--- config.mk ---
export PLATFORM = sky130hd
export DESIGN_NAME = mw_eeprom_ctrl
export DESIGN_NICKNAME = d
export VERILOG_FILES = /design/src/rtl/mw_pkg.sv /design/src/rtl/mw_tick.sv /design/src/rtl/mw_shift.sv /design/src/rtl/mw_bounds.sv /design/src/rtl/mw_eeprom_ctrl.sv
export SDC_FILE = /design/constraint.sdc
export NUM_CORES = 1
export LEC_CHECK = 0
export CAP_MARGIN = 5
export CORE_ASPECT_RATIO = 1.4
export CORE_MARGIN = 2
export CORE_UTILIZATION = 50
export DETAILED_ROUTE_END_ITERATION = 10
export GPL_TIMING_DRIVEN = 0
export PLACE_DENSITY = 0.7
export SLEW_MARGIN = 10
export SYNTH_ARGS = -nofsm -noshare
export SYNTH_HDL_FRONTEND = slang
export SYNTH_SLANG_ARGS = --single-unit
--- constraint.sdc ---
create_clock -name clk -period 3.84 [get_ports clk]
set_input_delay 0.384 -clock clk [delete_from_list [all_inputs] [get_ports clk]]
set_output_delay 0.384 -clock clk [all_outputs]
set_load 0.03 [all_outputs]
--- src/rtl/mw_pkg.sv ---
package mw_pkg;
  localparam int MW_DATA_W = 16;
  localparam int MW_NB_W   = 5;

  typedef enum logic [1:0] {SH_IDLE, SH_LOW, SH_HIGH} sh_state_t;

  typedef enum logic [3:0] {
    Q_IDLE, Q_EN_OP, Q_EN_PAD, Q_EN_SB,
    Q_OP, Q_ADR, Q_DAT, Q_DAT_SB,
    Q_POLL, Q_POLL_SB, Q_DS_OP, Q_DS_PAD, Q_FIN_SB
  } seq_state_t;
endpackage

--- src/rtl/mw_tick.sv ---
module mw_tick #(
  parameter int HALF_DIV = 4
) (
  input  logic clk,
  input  logic rst,
  output logic tick
);
  localparam int TW = (HALF_DIV > 1) ? $clog2(HALF_DIV) : 1;
  localparam logic [TW-1:0] LAST = TW'(HALF_DIV - 1);

  logic [TW-1:0] cnt;

  always_ff @(posedge clk) begin
    if (rst) begin
      cnt  <= '0;
      tick <= 1'b0;
    end else if (cnt == LAST) begin
      cnt  <= '0;
      tick <= 1'b1;
    end else begin
      cnt  <= cnt + 1'b1;
      tick <= 1'b0;
    end
  end
endmodule

--- src/rtl/mw_shift.sv ---
module mw_shift
  import mw_pkg::*;
(
  input  logic                 clk,
  input  logic                 rst,
  input  logic                 tick,
  input  logic                 start,
  input  logic [MW_NB_W-1:0]   nbits,
  input  logic [MW_DATA_W-1:0] word,
  input  logic                 miso,
  output logic                 sk,
  output logic                 mosi,
  output logic                 fin,
  output logic [MW_DATA_W-1:0] rx
);
  sh_state_t             st;
  logic [MW_DATA_W-1:0]  shreg;
  logic [MW_NB_W-1:0]    left;

  always_ff @(posedge clk) begin
    if (rst) begin
      st    <= SH_IDLE;
      shreg <= '0;
      left  <= '0;
      sk    <= 1'b0;
      mosi  <= 1'b0;
      fin   <= 1'b0;
      rx    <= '0;
    end else begin
      fin <= 1'b0;
      case (st)
        SH_IDLE: if (start) begin
          shreg <= word << (5'd16 - nbits);
          left  <= nbits;
          rx    <= '0;
          st    <= SH_LOW;
        end
        SH_LOW: if (tick) begin
          sk <= 1'b0;
          if (left == '0) begin
            mosi <= 1'b0;
            fin  <= 1'b1;
            st   <= SH_IDLE;
          end else begin
            mosi  <= shreg[MW_DATA_W-1];
            shreg <= shreg << 1;
            left  <= left - 1'b1;
            st    <= SH_HIGH;
          end
        end
        SH_HIGH: if (tick) begin
          sk <= 1'b1;
          rx <= {rx[MW_DATA_W-2:0], miso};
          st <= SH_LOW;
        end
        default: st <= SH_IDLE;
      endcase
    end
  end
endmodule

--- src/rtl/mw_bounds.sv ---
module mw_bounds #(
  parameter int ADDR_BITS = 6
) (
  input  logic [ADDR_BITS:0] offset,
  input  logic [ADDR_BITS:0] count,
  output logic               bad
);
  localparam int CW = ADDR_BITS + 1;
  localparam logic [CW:0] WORDS = (CW+1)'(1) << ADDR_BITS;

  logic [CW:0] room;

  always_comb begin
    room = WORDS - {1'b0, offset};
    bad  = ({1'b0, offset} >= WORDS) || (count == '0) || ({1'b0, count} > room);
  end
endmodule

--- src/rtl/mw_eeprom_ctrl.sv ---
module mw_eeprom_ctrl
  import mw_pkg::*;
#(
  parameter int ADDR_BITS = 6,
  parameter int OP_BITS   = 3,
  parameter int HALF_DIV  = 4,
  parameter int POLL_GAP  = 16,
  parameter int POLL_MAX  = 200,
  parameter logic [OP_BITS-1:0] OP_READ  = 3'b110,
  parameter logic [OP_BITS-1:0] OP_WRITE = 3'b101,
  parameter logic [OP_BITS+1:0] OP_EWEN  = 5'b10011,
  parameter logic [OP_BITS+1:0] OP_EWDS  = 5'b10000
) (
  input  logic                 clk,
  input  logic                 rst,
  input  logic                 req_valid,
  input  logic                 req_write,
  input  logic [ADDR_BITS:0]   req_offset,
  input  logic [ADDR_BITS:0]   req_count,
  input  logic [MW_DATA_W-1:0] wr_data,
  output logic                 wr_take,
  output logic                 busy,
  output logic                 done,
  output logic                 err,
  output logic                 rd_valid,
  output logic [MW_DATA_W-1:0] rd_data,
  output logic                 mw_cs,
  output logic                 mw_sk,
  output logic                 mw_dout,
  input  logic                 mw_din
);
  localparam int CW         = ADDR_BITS + 1;
  localparam int STBY_TICKS = 3;
  localparam int GW         = (POLL_GAP > 1) ? $clog2(POLL_GAP) : 1;
  localparam int PW         = (POLL_MAX > 1) ? $clog2(POLL_MAX) : 1;
  localparam logic [1:0]    SB_LAST  = 2'(STBY_TICKS - 1);
  localparam logic [GW-1:0] GAP_LAST = GW'(POLL_GAP - 1);
  localparam logic [PW-1:0] PMX_LAST = PW'(POLL_MAX - 1);
  localparam logic [MW_NB_W-1:0] N_OP  = MW_NB_W'(OP_BITS);
  localparam logic [MW_NB_W-1:0] N_XOP = MW_NB_W'(OP_BITS + 2);
  localparam logic [MW_NB_W-1:0] N_AD  = MW_NB_W'(ADDR_BITS);
  localparam logic [MW_NB_W-1:0] N_PAD = MW_NB_W'(ADDR_BITS - 2);
  localparam logic [MW_NB_W-1:0] N_DAT = MW_NB_W'(MW_DATA_W);

  logic                 tick, eng_fin, bad;
  logic [MW_DATA_W-1:0] eng_rx;
  logic                 sh_start;
  logic [MW_NB_W-1:0]   sh_n;
  logic [MW_DATA_W-1:0] sh_word;

  seq_state_t           st;
  logic [ADDR_BITS-1:0] base, cur_addr;
  logic [CW-1:0]        idx, total;
  logic                 is_wr;
  logic [1:0]           sb_cnt;
  logic                 sb_last;
  logic [GW-1:0]        gap;
  logic [PW-1:0]        polls;

  mw_tick #(.HALF_DIV(HALF_DIV)) u_tick (.clk(clk), .rst(rst), .tick(tick));

  mw_shift u_shift (
    .clk(clk), .rst(rst), .tick(tick), .start(sh_start), .nbits(sh_n),
    .word(sh_word), .miso(mw_din), .sk(mw_sk), .mosi(mw_dout),
    .fin(eng_fin), .rx(eng_rx)
  );

  mw_bounds #(.ADDR_BITS(ADDR_BITS)) u_bounds (
    .offset(req_offset), .count(req_count), .bad(bad)
  );

  assign cur_addr = base + idx[ADDR_BITS-1:0];
  assign sb_last  = tick && (sb_cnt == SB_LAST);

  always_ff @(posedge clk) begin
    if (rst) begin
      st       <= Q_IDLE;
      base     <= '0;
      idx      <= '0;
      total    <= '0;
      is_wr    <= 1'b0;
      sb_cnt   <= '0;
      gap      <= '0;
      polls    <= '0;
      sh_start <= 1'b0;
      sh_n     <= '0;
      sh_word  <= '0;
      mw_cs    <= 1'b0;
      busy     <= 1'b0;
      done     <= 1'b0;
      err      <= 1'b0;
      rd_valid <= 1'b0;
      rd_data  <= '0;
      wr_take  <= 1'b0;
    end else begin
      sh_start <= 1'b0;
      done     <= 1'b0;
      rd_valid <= 1'b0;
      wr_take  <= 1'b0;
      if (tick && !sb_last) sb_cnt <= sb_cnt + 1'b1;
      case (st)
        Q_IDLE: if (req_valid) begin
          if (bad) begin
            done <= 1'b1;
            err  <= 1'b1;
          end else begin
            busy     <= 1'b1;
            err      <= 1'b0;
            base     <= req_offset[ADDR_BITS-1:0];
            total    <= req_count;
            idx      <= '0;
            is_wr    <= req_write;
            mw_cs    <= 1'b1;
            sh_start <= 1'b1;
            if (req_write) begin
              sh_n    <= N_XOP;
              sh_word <= MW_DATA_W'(OP_EWEN);
              st      <= Q_EN_OP;
            end else begin
              sh_n    <= N_OP;
              sh_word <= MW_DATA_W'(OP_READ);
              st      <= Q_OP;
            end
          end
        end
        Q_EN_OP: if (eng_fin) begin
          sh_start <= 1'b1;
          sh_n     <= N_PAD;
          sh_word  <= '0;
          st       <= Q_EN_PAD;
        end
        Q_EN_PAD: if (eng_fin) begin
          mw_cs  <= 1'b0;
          sb_cnt <= '0;
          st     <= Q_EN_SB;
        end
        Q_EN_SB: if (sb_last) begin
          mw_cs    <= 1'b1;
          sh_start <= 1'b1;
          sh_n     <= N_OP;
          sh_word  <= MW_DATA_W'(OP_WRITE);
          st       <= Q_OP;
        end
        Q_OP: if (eng_fin) begin
          sh_start <= 1'b1;
          sh_n     <= N_AD;
          sh_word  <= MW_DATA_W'(cur_addr);
          st       <= Q_ADR;
        end
        Q_ADR: if (eng_fin) begin
          sh_start <= 1'b1;
          sh_n     <= N_DAT;
          sh_word  <= is_wr ? wr_data : '0;
          wr_take  <= is_wr;
          st       <= Q_DAT;
        end
        Q_DAT: if (eng_fin) begin
          mw_cs  <= 1'b0;
          sb_cnt <= '0;
          st     <= Q_DAT_SB;
          if (!is_wr) begin
            rd_valid <= 1'b1;
            rd_data  <= eng_rx;
            idx      <= idx + 1'b1;
          end
        end
        Q_DAT_SB: if (sb_last) begin
          if (is_wr) begin
            mw_cs <= 1'b1;
            gap   <= '0;
            polls <= '0;
            st    <= Q_POLL;
          end else if (idx == total) begin
            done <= 1'b1;
            busy <= 1'b0;
            st   <= Q_IDLE;
          end else begin
            mw_cs    <= 1'b1;
            sh_start <= 1'b1;
            sh_n     <= N_OP;
            sh_word  <= MW_DATA_W'(OP_READ);
            st       <= Q_OP;
          end
        end
        Q_POLL: begin
          gap <= gap + 1'b1;
          if (gap == GAP_LAST) begin
            gap <= '0;
            if (mw_din) begin
              mw_cs  <= 1'b0;
              sb_cnt <= '0;
              idx    <= idx + 1'b1;
              st     <= Q_POLL_SB;
            end else if (polls == PMX_LAST) begin
              mw_cs  <= 1'b0;
              sb_cnt <= '0;
              err    <= 1'b1;
              st     <= Q_FIN_SB;
            end else begin
              polls <= polls + 1'b1;
            end
          end
        end
        Q_POLL_SB: if (sb_last) begin
          mw_cs    <= 1'b1;
          sh_start <= 1'b1;
          if (idx == total) begin
            sh_n    <= N_XOP;
            sh_word <= MW_DATA_W'(OP_EWDS);
            st      <= Q_DS_OP;
          end else begin
            sh_n    <= N_OP;
            sh_word <= MW_DATA_W'(OP_WRITE);
            st      <= Q_OP;
          end
        end
        Q_DS_OP: if (eng_fin) begin
          sh_start <= 1'b1;
          sh_n     <= N_PAD;
          sh_word  <= '0;
          st       <= Q_DS_PAD;
        end
        Q_DS_PAD: if (eng_fin) begin
          mw_cs  <= 1'b0;
          sb_cnt <= '0;
          st     <= Q_FIN_SB;
        end
        Q_FIN_SB: if (sb_last) begin
          done <= 1'b1;
          busy <= 1'b0;
          st   <= Q_IDLE;
        end
        default: st <= Q_IDLE;
      endcase
    end
  end
endmodule

After elaboration in Yosys (flattened, before gate mapping). Cells that the tools add are included.

Bits in registers: 128. Word-level logic and storage cells: 267. Output and inout bits: 24. Input bits: 35.

Shift operators: 1. Bitwise operators: 7. Reductions and logical operators: 41. Magnitude comparators: 2. Muxes and demuxes: 129. Add/sub/neg operators: 9. Eq/ne operators: 51.

Operators with widths (number): $mux 16 (16); $pmux 16 s7 (1); $mux 4 (21); $mux 5 (15); $pmux 16 s2 (2); $pmux 4 s13 (1); $mux 7 (6); $mux 8 (5); $ne 2x2->1 const B (20); $mux 1 (36); $pmux 5 s7 (1); $eq 4x4->1 const B (6); $pmux 7 s3 (1); $ne 2x1->1 const B (10); $mux 2 (9); $reduce_and 3->1 (6); $eq 4x3->1 const B (4); $pmux 8 s2 (1); $shl 16x5->16 (1); $reduce_and 15->1 (1); $reduce_and 7->1 (2); $mux 3 (4); $reduce_or 3->1 (4); $reduce_and 11->1 (1); other kinds (44) (66).

Logic depth before layout (Yosys ltp).
Depth in word-level cells: 9. Mapped depth: 14. Mapped depth without buffers: 12.

Modules after synthesis. From an unflattened synthesis, not the netlist that was laid out.

Cells, all modules: 847. Area, all modules: 7014.2 µm².

Modules (own cells, without submodules): mw_eeprom_ctrl (cells each 525, sequential area each 1641.6 µm², instances 1, area each 4132.7 µm²); mw_shift (cells each 277, sequential area each 840.8 µm², instances 1, area each 2489.9 µm²); mw_bounds (cells each 38, sequential area each 0.0 µm², instances 1, area each 287.8 µm²); mw_tick (cells each 7, sequential area each 60.1 µm², instances 1, area each 103.8 µm²).

Worst setup path after synthesis. Ideal clock, no wire load.

Path type: input -> register. Start point: in req_offset[0]. End point: reg idx[3]. Stages: 12. Required time: 3.770 ns. Arrival: 2.543 ns. Path buffers: 0. Path slack: 1.227 ns. Path through: inv_1 -> ha_1 -> nand2_1 -> nor3_1 -> xnor2_1 -> ha_1 -> a21oi_1 -> nand2_1 -> a221oi_4 -> a31oi_4 -> or4_1 -> a21oi_1.

Cells in the longest elaborated chain, start to end: 5.

RTL lines: start, declared (line mw_eeprom_ctrl.sv:18) `input logic [ADDR_BITS:0] req_offset,`; $sub 7x7->8 / $ge 7x7->1 (equally long branches) (line mw_bounds.sv:14, mw_bounds.sv:15); $gt 7x8->1 / $logic_or 1x1->1 (equally long branches) (line mw_bounds.sv:15) `bad = ({1'b0, offset} >= WORDS) || (count == '0) || ({1'b0, count} > room);`; $logic_or 1x1->1 (*) (line mw_bounds.sv:15); $ne 2x2->1 (no source line) (*); $reduce_and 7->1 (no source line) (*); end signal, assigned (line mw_eeprom_ctrl.sv:164) `idx <= idx + 1'b1;`; end signal, assigned (line mw_eeprom_ctrl.sv:192) `idx <= idx + 1'b1;`; end, declared (line mw_eeprom_ctrl.sv:53) `logic [CW-1:0] idx, total;`.

Mark *: on every way between the ends. The rest lies on a longest branch, timed or not. A chain may end at the register's enable or synchronous reset.

Worst setup path in the final report.
Start point: in req_offset[0]. End point: reg sh_start.

Cells in the longest elaborated chain, start to end: 6.

RTL lines: $sub 7x7->8 / $ge 7x7->1 (equally long branches) (line mw_bounds.sv:14, mw_bounds.sv:15); $gt 7x8->1 / $logic_or 1x1->1 (equally long branches) (line mw_bounds.sv:15); $logic_or 1x1->1 (*) (line mw_bounds.sv:15); $mux 1 (*) (line mw_eeprom_ctrl.sv:103) `if (bad) begin`; $mux 1 (*) (line mw_eeprom_ctrl.sv:102) `Q_IDLE: if (req_valid) begin`; $pmux 1 s4 (*) (line mw_eeprom_ctrl.sv:101) `case (st)`; end signal, assigned (line mw_eeprom_ctrl.sv:96) `sh_start <= 1'b0;`; end signal, assigned (line mw_eeprom_ctrl.sv:114) `sh_start <= 1'b1;`; end signal, assigned (line mw_eeprom_ctrl.sv:127) `sh_start <= 1'b1;`; end, declared (line mw_eeprom_ctrl.sv:47) `logic sh_start;`.

Marked as above.

==> impl_results.md <==
- Synth Flop Type: dfxtp_1
- Inst Count DP: 1117
- Chip width: 104 um
- Final max-slew violation count: 0
- Syn Std Cell Area: 7050 um2
- Drt wl/cell: 17.5 um
- Min cycle time layout: 3.22 ns
- Worst Path Required: 4.10 ns
- Clk_lat worst skew: 0.43 ns
- Yosys top cell by area: dfxtp_1
- Final WL: 20100 um
- Pwr Density: 644 nW/um2
- IO buf count: 56
- Hold Fails Final Rpt: 0
- Hold buffer count at cts: 0
- Worst setup path class: input pin to flop
- Post-CTS Resized: 0
- # setup viols final: 0
- CTS Sinks: 127
- Final HPWL DP: 15000 um
- Site row count: 51
- Register area share after synthesis: 36.1%
- Post-DRT Antenna Nets: 0
- Top cells by area, synth: dfxtp_1 (36%), a21oi_1 (6.9%), nand2_1 (5.5%)
- RSZ-0062 raised after global routing: false
- CTS tree: yes
- Longest Clk Path Bufs: 2
- Crit path DAT: 3.49 ns
- Maximum fanout along the worst path: 10
- Number of synthesized flops with an enable pin: 0
- N_diodes: 0
- Syn Nets: 933
- Top cell type's share of synthesized area: 36.1%
- Pleak: 2.96 nW
- CP bufs+invs: 3
- Async set-or-reset flop fraction in the synthesized netlist: 0%
- Die area: 15100 um2
- Antenna violations before repair: 0
- Final std cells w/o fill: 1149
- Status: finished clean
- Max-Cap Viols: 0
- Syn avg cell area: 8.05 um2
- Critical Path Slowest Stage Cell: a2111oi_0
- Fin crit share: 83.9%
- First-pass GRT wire length: 32700 um
- Layout Nets: 1008
- 1st-iter DRT viols: 467
- TritonCTS Buffers: 17
- H-tree depth: 4
- Ys Warns: 0
- Root buf cell: clkbuf_16
- GPL Wtd Cong: 1.00
- Cells after Synth: 876
- Post-CTS setup repair buffer count: 0
- Number of synthesized register bits: 127
- Residual DRC count: 0
- Peak supply drop: 0.000301 V
- Worst Skew: 0.00853 ns
- IO Pins: 59
- Initial Utilization: 50.9%
- Crit path cell chain: clkdlybuf4s50_1, inv_1, ha_1, nand2_1, nor3_1, xnor2_1, ha_1, a21oi_1, nand2_1, a221oi_4, a31oi_4, buf_2, a2111oi_0
- GR Overflow Total: 0
- F_max: 0.310 GHz
- Slew @ Worst Pin: 0.782 ns
- Max stage delay on crit path: 0.52 ns
- R2R cell count: 10
- Synth cell types: 77
- Worst Hold Class: input pin to flop
- Vias: 6765
- Crit. End Element: flop
- Drt pass-1 iters: 5
- Delay-heaviest family, CP: compound AO/OA/AOI/OAI gates
- Layout area overhead: 19.7%
- Via density: 5.89
- Hold depth: 3
- Worst-path clk slew: 0.06 ns
- Core Region: 13800 um2
- CP Launch Type: input pin
- Largest net degree at the start of global routing: 17
- Total Routing Usage GR: 27.3%
- Critical path depth: 13
- Layout cell share with drive strength beyond 1: 8.82%
- Vias in the first global route: 6483
- DIE HEIGHT: 144 um
- Max_slew headroom: 47.7%
- Post-route setup TNS: 0 ns
-- state kept, by name (all words and copies together), names as in the netlist, 5 cells and up --
| name | cells |
|---|---|
| rd_data | 16 |
| u_shift.shreg | 16 |
| u_shift.left | 5 |
| total | 7 |
| base | 6 |
| idx | 7 |
| u_shift.rx | 16 |
| sh_word | 16 |
| polls | 8 |
-- logic make-up after synthesis --
kind of cell	count (synthesis)	share of synthesized area [%]
buffers and inverters	81	5.15
xor gates and xnor gates	28	3.48
adders and majority gates	22	4.01
muxes	41	6.09
and+or+nand+nor	347	24.2
DFF	127	36.1
AOI/OAI and AO/OA	230	21.0
-- layout by cell type (no fill, tap or decap), types with 7 or more instances in the layout --
cell type / n
xnor2_1: 23
nand3_1: 35
nand2_1: 103
or4_1: 7
nor2b_1: 16
or3_1: 7
inv_1: 15
mux2i_1: 35
nand2b_1: 14
a21oi_1: 97
clkbuf_16: 17
o31ai_1: 8
clkbuf_1: 39
nor3_1: 34
a211oi_1: 14
o21ai_0: 38
a22oi_1: 12
a221oi_1: 7
dfxtp_1: 127
nor2_1: 76
buf_2: 22
nand4_1: 17
ha_1: 21
inv_6: 7
clkdlybuf4s50_1: 56
-- final cells by class --
| type | count | area, um2 |
|---|---|---|
| plain buffers | 65 | 303 |
| fillers | 1278 | 5410 |
| inverters | 16 | 60.1 |
| repair buffers | 56 | 561 |
| clock buffers | 17 | 425 |
| multi-input cells | 668 | 4140 |
| clock inverters | 15 | 171 |
| well taps | 185 | 231 |
| flip-flops and latches | 127 | 2540 |
-- synthesized netlist by cell type (5+ instances only) --
cell type / number
dfxtp_1: 127
nand2_1: 103
a21oi_1: 97
nor2_1: 76
clkbuf_1: 39
o21ai_0: 38
mux2i_1: 35
nand3_1: 35
nor3_1: 34
xnor2_1: 23
buf_2: 22
ha_1: 21
nand4_1: 17
nor2b_1: 16
inv_1: 15
a211oi_1: 14
nand2b_1: 14
a22oi_1: 12
o31ai_1: 8
a221oi_1: 7
or3_1: 7
or4_1: 7
a21o_1: 6
nor4_1: 6
and3_1: 5
mux2_2: 5
xor2_1: 5
-- stage by stage --
stage | area (um2) | power [mW] | utilization [%] | hold WS, ns | setup slack [ns]
5_1_grt | 8440 | 5.72 | 60.9 | 0.436 | 0.345
3_3_place_gp | 7840 | 3.77 | 56.6 | 0.418 | 0.0744
6_report | 8440 | 5.43 | 60.9 | 0.433 | 0.617
2_1_floorplan | 7050 | 3.15 | - | 0.407 | 1.23
4_1_cts | 8440 | 5.42 | 60.9 | 0.427 | 0.599
3_5_place_dp | 7840 | 3.76 | 56.6 | 0.420 | 0.153
-- worst min-delay path: stages --
cell	delay, ns
clkbuf_1	0.19
mux2i_1	0.19
nor2_1	0.05
-- metal layers --
metal / wire length (um) / up-vias / track usage (%) / part of all wire (%)
met1: 8080 / 3139 / 30.5 / 40
li1: - / 3326 / - / -
met4: 1010 / 0 / 15.8 / 5.0
met2: 10100 / 237 / 48.4 / 50
met3: 944 / 63 / 5.32 / 4.7
met5: 0 / - / 0 / 0
-- power breakdown --
group	internal (mW)	leakage, nW	switching [mW]	total (mW)
clock network	0.973	0.280	0.667	1.64
registers	1.46	1.03	0.125	1.59
logic	0.769	1.65	1.43	2.20
-- path summary, 6_finish.rpt --
| check | from | end | slack [ns] |
|---|---|---|---|
| worst min-delay path | req_write | is_wr | 0.43 |
| worst max register to register | sh_n[0] | u_shift.shreg[15] | 0.91 |
| worst max-delay path | req_offset[0] | sh_start | 0.62 |
| worst min register to register | u_tick.cnt[0] | u_tick.cnt[0] | 0.43 |
(Power assumes the default switching activity.)
